## config.mk

```make
export PLATFORM = sky130hd
export DESIGN_NAME = can_bit_timer
export DESIGN_NICKNAME = d
export VERILOG_FILES = /design/src/rtl/can_bt_pkg.sv /design/src/rtl/can_bt_prescaler.sv /design/src/rtl/can_bt_rx_edge.sv /design/src/rtl/can_bt_seq.sv /design/src/rtl/can_bit_timer.sv
export SDC_FILE = /design/constraint.sdc
export NUM_CORES = 1
export LEC_CHECK = 0
export ABC_AREA = 1
export CORE_MARGIN = 1.5
export CORE_UTILIZATION = 58
export DETAILED_ROUTE_END_ITERATION = 16
export PLACE_DENSITY_LB_ADDON = 0.1
export SLEW_MARGIN = 40
export SYNTH_ARGS = -nofsm -noshare
export SYNTH_HDL_FRONTEND = slang
export SYNTH_SLANG_ARGS = --single-unit
```

## constraint.sdc

```tcl
create_clock -name clk_i -period 6.6 [get_ports clk_i]
set_input_delay 0.99 -clock clk_i [delete_from_list [all_inputs] [get_ports clk_i]]
set_output_delay 0.99 -clock clk_i [all_outputs]
set_load 0.005 [all_outputs]
```

## src/rtl/can_bt_pkg.sv

```systemverilog
package can_bt_pkg;

    typedef enum logic [1:0] {
        SEG_SYNC = 2'd0,
        SEG_PH1  = 2'd1,
        SEG_PH2  = 2'd2
    } seg_e;

endpackage

```

## src/rtl/can_bt_prescaler.sv

```systemverilog
module can_bt_prescaler #(
    parameter int PRESC_W = 6
) (
    input  logic               clk_i,
    input  logic               rst_ni,
    input  logic               osc_en_i,
    input  logic               dbl_en_i,
    input  logic               src_sel_i,
    input  logic [PRESC_W-1:0] presc_i,
    output logic               tq_tick_o
);

    logic               mclk_en;
    logic [PRESC_W-1:0] div_cnt_q;
    logic               tick_q;

    // Source select works on enables, so the block stays in one clock domain.
    assign mclk_en = src_sel_i ? dbl_en_i : osc_en_i;

    always_ff @(posedge clk_i) begin
        if (!rst_ni) begin
            div_cnt_q <= '0;
            tick_q    <= 1'b0;
        end else begin
            tick_q <= 1'b0;
            if (mclk_en) begin
                if (div_cnt_q >= presc_i) begin
                    div_cnt_q <= '0;
                    tick_q    <= 1'b1;
                end else begin
                    div_cnt_q <= div_cnt_q + 1'b1;
                end
            end
        end
    end

    assign tq_tick_o = tick_q;

    p_tick_follows_enable_r2: assert property (@(posedge clk_i) disable iff (!rst_ni)
        tick_q |-> $past(mclk_en));

    p_tick_isolated_r1: assert property (@(posedge clk_i) disable iff (!rst_ni)
        (tick_q && presc_i != '0) |=> !tick_q);

endmodule

```

## src/rtl/can_bt_rx_edge.sv

```systemverilog
module can_bt_rx_edge #(
    parameter int SYNC_STAGES = 2
) (
    input  logic clk_i,
    input  logic rst_ni,
    input  logic rx_i,
    input  logic tq_tick_i,
    output logic fall_o
);

    logic [SYNC_STAGES-1:0] sync_q;
    logic                   rx_s;
    logic                   last_q;

    always_ff @(posedge clk_i) begin
        if (!rst_ni) begin
            sync_q <= '1;
        end else begin
            sync_q <= {sync_q[SYNC_STAGES-2:0], rx_i};
        end
    end

    assign rx_s = sync_q[SYNC_STAGES-1];

    // The level is compared only from one quantum to the next.
    always_ff @(posedge clk_i) begin
        if (!rst_ni) begin
            last_q <= 1'b1;
        end else if (tq_tick_i) begin
            last_q <= rx_s;
        end
    end

    assign fall_o = tq_tick_i && last_q && !rx_s;

    p_fall_sees_old_dominant_r11: assert property (@(posedge clk_i) disable iff (!rst_ni)
        fall_o |-> ($past(rx_i, SYNC_STAGES) == 1'b0));

endmodule

```

## src/rtl/can_bt_seq.sv

```systemverilog
module can_bt_seq
    import can_bt_pkg::*;
#(
    parameter int TSEG1_W = 4,
    parameter int TSEG2_W = 3,
    parameter int SJW_W   = 2
) (
    input  logic               clk_i,
    input  logic               rst_ni,
    input  logic               tq_tick_i,
    input  logic               fall_i,
    input  logic               bus_idle_i,
    input  logic [TSEG1_W-1:0] tseg1_i,
    input  logic [TSEG2_W-1:0] tseg2_i,
    input  logic [SJW_W-1:0]   sjw_i,
    output logic               sample_o,
    output logic               bit_end_o,
    output seg_e               seg_o
);

    localparam int WIDE_W = (TSEG1_W > SJW_W) ? TSEG1_W : SJW_W;
    localparam int LW     = WIDE_W + 2;

    seg_e          state_q, state_d;
    logic [LW-1:0] qcnt_q, qcnt_d;
    logic [LW-1:0] ext_q, ext_d;
    logic [LW-1:0] shr_q, shr_d;
    logic          done_q, done_d;

    logic [LW-1:0] q_inc, jump_max, adj1, ext_use, len1;
    logic [LW-1:0] base2, err2, adj2, shr_use, len2;
    logic          fin1, fin2, hard_sync, resync_ok;

    // Segment lengths, including a correction made in this very quantum.
    always_comb begin
        q_inc     = qcnt_q + LW'(1);
        jump_max  = LW'(sjw_i) + LW'(1);
        resync_ok = fall_i && !done_q;
        hard_sync = tq_tick_i && fall_i && bus_idle_i;

        adj1    = (q_inc < jump_max) ? q_inc : jump_max;
        ext_use = resync_ok ? adj1 : ext_q;
        len1    = LW'(tseg1_i) + LW'(1) + ext_use;
        fin1    = q_inc >= len1;

        base2   = LW'(tseg2_i) + LW'(1);
        err2    = (q_inc >= base2) ? '0 : base2 - q_inc;
        adj2    = (err2 < jump_max) ? err2 : jump_max;
        shr_use = resync_ok ? adj2 : shr_q;
        len2    = base2 - shr_use;
        fin2    = q_inc >= len2;
    end

    // Next-state logic.
    always_comb begin
        state_d = state_q;
        qcnt_d  = qcnt_q;
        ext_d   = ext_q;
        shr_d   = shr_q;
        done_d  = done_q;
        if (tq_tick_i) begin
            if (hard_sync) begin
                state_d = SEG_PH1;
                qcnt_d  = '0;
                ext_d   = '0;
                shr_d   = '0;
                done_d  = 1'b0;
            end else begin
                unique case (state_q)
                    SEG_SYNC: begin
                        state_d = SEG_PH1;
                        qcnt_d  = '0;
                    end
                    SEG_PH1: begin
                        if (resync_ok) begin
                            done_d = 1'b1;
                            ext_d  = ext_use;
                        end
                        if (fin1) begin
                            state_d = SEG_PH2;
                            qcnt_d  = '0;
                        end else begin
                            qcnt_d = q_inc;
                        end
                    end
                    SEG_PH2: begin
                        if (resync_ok) begin
                            done_d = 1'b1;
                            shr_d  = shr_use;
                        end
                        if (fin2) begin
                            state_d = SEG_SYNC;
                            qcnt_d  = '0;
                            ext_d   = '0;
                            shr_d   = '0;
                            done_d  = 1'b0;
                        end else begin
                            qcnt_d = q_inc;
                        end
                    end
                    default: begin
                        state_d = SEG_SYNC;
                        qcnt_d  = '0;
                    end
                endcase
            end
        end
    end

    // State register.
    always_ff @(posedge clk_i) begin
        if (!rst_ni) begin
            state_q <= SEG_SYNC;
            qcnt_q  <= '0;
            ext_q   <= '0;
            shr_q   <= '0;
            done_q  <= 1'b0;
        end else begin
            state_q <= state_d;
            qcnt_q  <= qcnt_d;
            ext_q   <= ext_d;
            shr_q   <= shr_d;
            done_q  <= done_d;
        end
    end

    // Outputs.
    always_comb begin
        seg_o     = state_q;
        sample_o  = tq_tick_i && !hard_sync && (state_q == SEG_PH1) && fin1;
        bit_end_o = tq_tick_i && !hard_sync && (state_q == SEG_PH2) && fin2;
    end

    p_sample_enters_ph2_r3: assert property (@(posedge clk_i) disable iff (!rst_ni)
        sample_o |=> (seg_o == SEG_PH2));

    p_end_enters_sync_r3: assert property (@(posedge clk_i) disable iff (!rst_ni)
        bit_end_o |=> (seg_o == SEG_SYNC));

    p_sample_one_clock_r4: assert property (@(posedge clk_i) disable iff (!rst_ni)
        sample_o |=> !sample_o);

    p_end_one_clock_r4: assert property (@(posedge clk_i) disable iff (!rst_ni)
        bit_end_o |=> !bit_end_o);

    p_hold_between_ticks_r1: assert property (@(posedge clk_i) disable iff (!rst_ni)
        !tq_tick_i |=> ($stable(seg_o) && $stable(qcnt_q)));

    p_hard_sync_restart_r6: assert property (@(posedge clk_i) disable iff (!rst_ni)
        (tq_tick_i && fall_i && bus_idle_i) |=> (seg_o == SEG_PH1 && qcnt_q == '0));

    p_ext_capped_r7: assert property (@(posedge clk_i) disable iff (!rst_ni)
        ext_q <= (LW'(sjw_i) + LW'(1)));

    p_shr_capped_r8: assert property (@(posedge clk_i) disable iff (!rst_ni)
        shr_q <= (LW'(sjw_i) + LW'(1)));

    p_flag_cleared_r10: assert property (@(posedge clk_i) disable iff (!rst_ni)
        bit_end_o |=> !done_q);

endmodule

```

## src/rtl/can_bit_timer.sv

```systemverilog
module can_bit_timer
    import can_bt_pkg::*;
#(
    parameter int PRESC_W     = 6,
    parameter int TSEG1_W     = 4,
    parameter int TSEG2_W     = 3,
    parameter int SJW_W       = 2,
    parameter int SYNC_STAGES = 2
) (
    input  logic               clk_i,
    input  logic               rst_ni,
    input  logic               osc_en_i,
    input  logic               dbl_en_i,
    input  logic               src_sel_i,
    input  logic [PRESC_W-1:0] presc_i,
    input  logic [TSEG1_W-1:0] tseg1_i,
    input  logic [TSEG2_W-1:0] tseg2_i,
    input  logic [SJW_W-1:0]   sjw_i,
    input  logic               rx_i,
    input  logic               bus_idle_i,
    output logic               tq_tick_o,
    output logic               sample_o,
    output logic               bit_end_o,
    output logic [1:0]         seg_o
);

    logic tq_tick;
    logic fall;
    seg_e seg;

    can_bt_prescaler #(
        .PRESC_W (PRESC_W)
    ) u_presc (
        .clk_i     (clk_i),
        .rst_ni    (rst_ni),
        .osc_en_i  (osc_en_i),
        .dbl_en_i  (dbl_en_i),
        .src_sel_i (src_sel_i),
        .presc_i   (presc_i),
        .tq_tick_o (tq_tick)
    );

    can_bt_rx_edge #(
        .SYNC_STAGES (SYNC_STAGES)
    ) u_rx (
        .clk_i     (clk_i),
        .rst_ni    (rst_ni),
        .rx_i      (rx_i),
        .tq_tick_i (tq_tick),
        .fall_o    (fall)
    );

    can_bt_seq #(
        .TSEG1_W (TSEG1_W),
        .TSEG2_W (TSEG2_W),
        .SJW_W   (SJW_W)
    ) u_seq (
        .clk_i      (clk_i),
        .rst_ni     (rst_ni),
        .tq_tick_i  (tq_tick),
        .fall_i     (fall),
        .bus_idle_i (bus_idle_i),
        .tseg1_i    (tseg1_i),
        .tseg2_i    (tseg2_i),
        .sjw_i      (sjw_i),
        .sample_o   (sample_o),
        .bit_end_o  (bit_end_o),
        .seg_o      (seg)
    );

    assign tq_tick_o = tq_tick;
    assign seg_o     = seg;

    p_strobes_exclusive_r3: assert property (@(posedge clk_i) disable iff (!rst_ni)
        !(sample_o && bit_end_o));

endmodule

```

Word level (Yosys, flattened, before mapping)
Index checks and enable logic that the tools add are counted.
{"block": "op_classes", "n_addsub": 8, "multipliers": 0, "div_mod_pow": 0, "n_lt_le_gt_ge": 6, "n_eq_ne": 5, "shifts": 0, "muxes": 28, "bitwise_logic": 0, "reduce_logical": 22}
{"cell": "$mux W6", "n": 16}
{"cell": "$ge A6 B6 Y1", "n": 4}
{"cell": "$pmux W6 S2", "n": 2}
{"cell": "$add A6 B1 Y6 const B", "n": 2}
{"cell": "$lt A6 B6 Y1", "n": 2}
{"cell": "$sub A6 B6 Y6", "n": 2}
{"cell": "$logic_and A1 B1 Y1", "n": 10}
{"cell": "$ne A3 B1 Y1 const B", "n": 3}
{"cell": "$add A6 B6 Y6", "n": 1}
{"cell": "$mux W2", "n": 3}
{"cell": "$pmux W2 S3", "n": 1}
{"cell": "$reduce_and A3 Y1", "n": 2}
{"cell": "$reduce_bool A3 Y1", "n": 2}
{"cell": "$add A4 B1 Y5 const B", "n": 1}
{"cell": "$mux W1", "n": 5}
{"cell": "$add A3 B1 Y4 const B", "n": 1}
{"cell": "$reduce_and A2 Y1", "n": 2}
{"cell": "$reduce_and A4 Y1", "n": 1}
{"cell": "$add A2 B1 Y3 const B", "n": 1}
{"cell": "$logic_not A1 Y1", "n": 3}
{"cell": "$eq A2 B1 Y1 const B", "n": 1}
{"cell": "$eq A2 B2 Y1 const B", "n": 1}
{"cell": "$logic_not A2 Y1", "n": 1}
{"cell": "$pmux W1 S2", "n": 1}
{"cell": "$reduce_bool A2 Y1", "n": 1}
{"block": "word_totals", "ff_bits": 31, "latch_bits": 0, "mem_bits_rw": 0, "romBits": 0, "input_bits": 22, "memories": 0}

Depth between registers and ports, before layout
{"block": "logic_depth", "word_depth": 11, "ltp_mapped": 38}

Modules after synthesis
From an unflattened synthesis, not the netlist that was laid out.
{"block": "unflattened", "hier_cells": 407, "hier_area_um2": 2705.1}
{"mod": "can_bt_seq", "instances": 1, "cells_per_inst": 322, "area_per_inst_um2": 2117.0, "seq_area_each_um2": 420.4}
{"mod": "can_bt_prescaler", "instances": 1, "cells_per_inst": 72, "area_per_inst_um2": 489.2, "seq_area_each_um2": 140.1}
{"mod": "can_bt_rx_edge", "instances": 1, "cells_per_inst": 13, "area_per_inst_um2": 98.8, "seq_area_each_um2": 60.1}

Least setup slack after synthesis
Ideal clock, no wire load.
{"block": "synth_timing", "path_kind": "in2out", "from": "input port tseg2_i[0]", "to": "output port bit_end_o", "t_arrival_ps": 4425, "required_ps": 5610, "slack_ps": 1185, "path_stages": 29, "path_buffers": 0, "path_cell_list": "ha_1 > ha_1 > nand2_1 > nor2_1 > nand3_1 > nand2_2 > nor2_4 > nand2_2 > nor2_1 > ha_1 > nand2_1 > nand2_1 > nand2_2 > nand3_1 > a31oi_1 > ha_1 > inv_1 > fa_1 > inv_1 > ha_1 > o21a_1 > nor2_1 > o21ai_1 > nand3_1 > nand2_1 > nand2_1 > nand2_1 > nand2_1 > nor2_1"}
{"block": "synth_between", "elab_chain_cells": 9, "word_cells_on_any_way": 10, "cone_classes": "add/sub: 3; order compare: 3; mux: 3; reduce/logical: 1"}
{"item": "start, declared", "line": "can_bit_timer.sv:17", "rtl": "input logic [TSEG2_W-1:0] tseg2_i,"}
{"item": "$add A3 B1 Y4 *", "line": "can_bt_seq.sv:46", "rtl": "base2 = LW'(tseg2_i) + LW'(1);"}
{"item": "$sub A6 B6 Y6 / $ge A6 B6 Y1 (equally long branches)", "line": "can_bt_seq.sv:47", "rtl": "err2 = (q_inc >= base2) ? '0 : base2 - q_inc;"}
{"item": "$mux W6", "line": "can_bt_seq.sv:47"}
{"item": "$lt A6 B6 Y1", "line": "can_bt_seq.sv:48", "rtl": "adj2 = (err2 < jump_max) ? err2 : jump_max;"}
{"item": "$mux W6", "line": "can_bt_seq.sv:48"}
{"item": "$mux W6", "line": "can_bt_seq.sv:49", "rtl": "shr_use = resync_ok ? adj2 : shr_q;"}
{"item": "$sub A6 B6 Y6 *", "line": "can_bt_seq.sv:50", "rtl": "len2 = base2 - shr_use;"}
{"item": "$ge A6 B6 Y1 *", "line": "can_bt_seq.sv:51", "rtl": "fin2 = q_inc >= len2;"}
{"item": "$logic_and A1 B1 Y1 *", "line": "can_bt_seq.sv:131", "rtl": "bit_end_o = tq_tick_i && !hard_sync && (state_q == SEG_PH2) && fin2;"}
{"item": "end, declared", "line": "can_bit_timer.sv:23", "rtl": "output logic bit_end_o,"}
Mark *: on every way between the ends. The rest lies on a longest branch, timed or not.

Worst setup path in the final report
{"block": "layout_timing", "from": "input port sjw_i[0]", "to": "output port sample_o"}
{"block": "layout_between", "elab_chain_cells": 7}
{"item": "start, declared", "line": "can_bit_timer.sv:18", "rtl": "input logic [SJW_W-1:0] sjw_i,"}
{"item": "$add A2 B1 Y3 *", "line": "can_bt_seq.sv:37", "rtl": "jump_max = LW'(sjw_i) + LW'(1);"}
{"item": "$lt A6 B6 Y1", "line": "can_bt_seq.sv:41", "rtl": "adj1 = (q_inc < jump_max) ? q_inc : jump_max;"}
{"item": "$mux W6 *", "line": "can_bt_seq.sv:41"}
{"item": "$mux W6 *", "line": "can_bt_seq.sv:42", "rtl": "ext_use = resync_ok ? adj1 : ext_q;"}
{"item": "$add A6 B6 Y6 *", "line": "can_bt_seq.sv:43", "rtl": "len1 = LW'(tseg1_i) + LW'(1) + ext_use;"}
{"item": "$ge A6 B6 Y1 *", "line": "can_bt_seq.sv:44", "rtl": "fin1 = q_inc >= len1;"}
{"item": "$logic_and A1 B1 Y1 *", "line": "can_bt_seq.sv:130", "rtl": "sample_o = tq_tick_i && !hard_sync && (state_q == SEG_PH1) && fin1;"}
{"item": "end, declared", "line": "can_bit_timer.sv:22", "rtl": "output logic sample_o,"}
Marks and branches as above.

==> impl_metrics.json <==
{
  "peakVddDrop_v": 0.000137,
  "wl_per_cell_um": 12.0,
  "final_common_cell": "nand2_1",
  "synth-edff-count": 0,
  "ys_async_sr_fraction": 0,
  "drc": 0,
  "drt-pass1-iter-count": 4,
  "p_sw_mw": 0.135,
  "synthXorXnorAreaFrac": 0.0467,
  "synthSimpleGateAreaFrac": 0.317,
  "synth_area_leaders": "dfxtp_1 22%, ha_1 18%, nand2_1 12%",
  "final_cell_mix": "86 x nand2_1, 64 x inv_1, 39 x ha_1, 33 x nor2_1, 31 x dfxtp_1",
  "overflow": 0,
  "yosys_warnings": 0,
  "met3_usage": 0.0389,
  "muxShareOfSynthArea": 0,
  "worstHoldStart": "u_rx.sync_q[0]$_SDFF_PN1_",
  "multi_input_area_um2": 1910,
  "clock-root-buffer": "clkbuf_8",
  "use_met2": 0.408,
  "cts_max_level": 2,
  "synthAdderAreaFrac": 0.201,
  "grtUsageMet1": 0.317,
  "io_pins": 27,
  "die_h_um": 72.3,
  "period_share": 0.947,
  "syn_avg_cell_area_um2": 7.00,
  "cts_buffers": 5,
  "p_int_mw": 0.359,
  "synth_top_area_cell": "dfxtp_1",
  "ys_ff_latch": 31,
  "avgViaCountPerCell": 5.16,
  "p_leak_nw": 1.62,
  "track_usage": 0.244,
  "timing.rr.end": "u_seq.ext_q[0]$_SDFFE_PN0P_",
  "antenna_left": 0,
  "post_dp_cell_area_um2": 3120,
  "busiest_layer": "met2",
  "reg2reg_setup_slack_ns": 1.52,
  "fin_nets": 497,
  "die_area_um2": 5230,
  "end_kind": "output port",
  "worst_pin_slew_ns": 0.567,
  "fp.coreArea_um2": 4660,
  "hpwl_um": 4730,
  "ys_seq_area_frac": 0.223,
  "cts_tree": "built",
  "synth_area_um2": 2790,
  "place_inst": 478,
  "synth_top_family_by_area": "simple AND/OR/NAND/NOR gates",
  "clockPowerShare": 0.398,
  "start_kind": "primary input",
  "synth_nets": 463,
  "path_max_fanout": 6,
  "worstPathArrival_ns": 5.26,
  "grt_first_pass_wirelength_um": 10000,
  "cp_top_family": "adder cells",
  "min_path_cells": 1,
  "worstPathCellList": "clkdlybuf4s50_1 > ha_1 > inv_1 > ha_1 > a21boi_0 > o21a_1 > nor4_4 > nand2_1 > o21ai_0 > a21oi_1 > ha_1 > fa_1 > inv_1 > ha_1 > nand2_1 > nand2_1 > a21oi_1 > o211ai_1 > nand4_1 > nand2_1 > and3_1 > clkdlybuf4s50_1",
  "first_iter_violations": 92,
  "slowest_stage": "clkdlybuf4s50_1",
  "synth_top_area_frac": 0.223,
  "antenna_found_initial": 0,
  "relSlewSlack": 0.621,
  "comb_power_share": 0.215,
  "slew_viol_final": 0,
  "setup_viol": 0,
  "portBuffers": 26,
  "seq_power_share": 0.387,
  "fill_cells": 415,
  "fin_setup_tns_ns": 0,
  "hold_violations": 0,
  "whs_endpoint": "u_rx.sync_q[1]$_SDFF_PN1_",
  "drt-total-wl_um": 5860,
  "synth-compound-area-share": 0.113,
  "fmax_ghz": 0.160,
  "syn_inst": 398,
  "reg2regPathDepth": 33,
  "switching_share": 0.273,
  "postCtsHoldBufs": 0,
  "design_area_um2": 3280,
  "r2r-start": "u_seq.qcnt_q[0]$_SDFFE_PN0P_",
  "post-route-min-period_ns": 6.25,
  "cts.sinks": 31,
  "drv_cap": 0,
  "power_density_nw_per_um2": 150,
  "drive_above_1_share": 0.127,
  "area_delta_synth_final_pct": 17.7,
  "clockBufferDepth": 2,
  "place_congestion": 0.853,
  "stdcell_count": 487,
  "path_buf_inv": 4,
  "n_antenna_cell": 0,
  "max_stage_delay_ns": 0.51,
  "p_total_mw": 0.493,
  "area.sequential_um2": 621,
  "clock_skew_ns": 0.00760,
  "grt_pass1_vias": 2327,
  "worstSetupPathType": "primary input to output port",
  "yosysUniqueCellTypes": 39,
  "grt_max_degree": 19,
  "rows": 25,
  "hold_path_class": "flop to flop",
  "rsz0062_at_grt": "false",
  "cts.clk_slew.worst_paths_ns": 0.07,
  "clk_latency_ns": 0.28,
  "worstPathRequired_ns": 5.61,
  "die_x_um": 72.3,
  "num_vias": 2512,
  "initial_core_util": 0.598,
  "status": "completed",
  "synth_ff_type": "dfxtp_1"
}
## registers in the layout, indices dropped and copies added (netlist names)
| signal | flops |
|---|---|
| u_rx.sync_q | 2 |
| u_seq.ext_q | 6 |
| u_seq.qcnt_q | 6 |
| u_presc.div_cnt_q | 6 |
| u_seq.shr_q | 6 |
| u_rx.last_q | 1 |
| u_seq.seg_o | 2 |
| u_presc.tq_tick_o | 1 |
| u_seq.done_q | 1 |
## timing repair
action / CTS / global route
buffers inserted: 0 / 1
resized for setup: 3 / 5
pin swaps: 0 / 3
endpoints found under the setup margin: 1 / 2
## through the flow
step	setup WS [ns]	hold WS, ns	utilization
floorplan	1.18	0.393	-
global placement	0.121	0.396	0.670
detailed placement	-0.00941	0.408	0.670
CTS	0.0818	0.424	0.699
global route	0.0737	0.447	0.704
finish	0.352	0.420	0.704
## cell families (layout without fill, tap and decap cells)
group	Yosys count	after routing
compound gates	53	53
flops	31	31
fa+ha+maj	43	43
simple gates	184	184
buf+inv	73	108
xor+xnor	14	14
## final cells by class
| cell class | instances | area share |
|---|---|---|
| sequential | 31 | 0.189 |
| timing repair buffer | 30 | 0.0904 |
| tap | 54 | 0.0206 |
| multi-input combinational | 294 | 0.583 |
| clock inverter | 2 | 0.0107 |
| inverter | 70 | 0.0805 |
| clock buffer | 6 | 0.0252 |
## how the worst max path moves through the flow
stage,from,end,slack [ns],cells past startpoint
final,sjw_i[0],sample_o,0.35,22
after detailed placement,tseg2_i[0],bit_end_o,-0.009,31
after global routing,sjw_i[0],sample_o,0.07,22
after CTS,tseg2_i[1],bit_end_o,0.08,29
after global placement,tseg2_i[0],bit_end_o,0.12,31
after floorplan,tseg2_i[0],bit_end_o,1.18,29
## Yosys cell counts (all sizes together) (2+ instances only)
cell type / count
a21oi: 26
a22oi: 3
a31oi: 2
and3: 2
clkbuf: 2
clkinv: 2
dfxtp: 31
fa: 3
ha: 40
inv: 68
nand2: 96
nand3: 27
nand3b: 2
nand4: 7
nor2: 39
o211ai: 4
o21a: 3
o21ai: 11
o21bai: 3
or2: 8
xnor2: 3
xor2: 11
## per-layer routing
| layer | up-vias | wire [um] |
|---|---|---|
| met5 | - | 0 |
| met4 | 0 | 95 |
| met3 | 7 | 166 |
| met2 | 39 | 2780 |
| met1 | 1117 | 2820 |
| li1 | 1349 | - |
## power groups by stage
stage / clock network [mW] / logic, mW / registers [mW]
global route: 0.208 / 0.122 / 0.191
finish: 0.196 / 0.106 / 0.191
global placement: 0 / 0.0989 / 0.195
CTS: 0.199 / 0.106 / 0.191
floorplan: 0 / 0.0720 / 0.195
detailed placement: 0 / 0.103 / 0.195
Power figures use the tool's default switching activity.
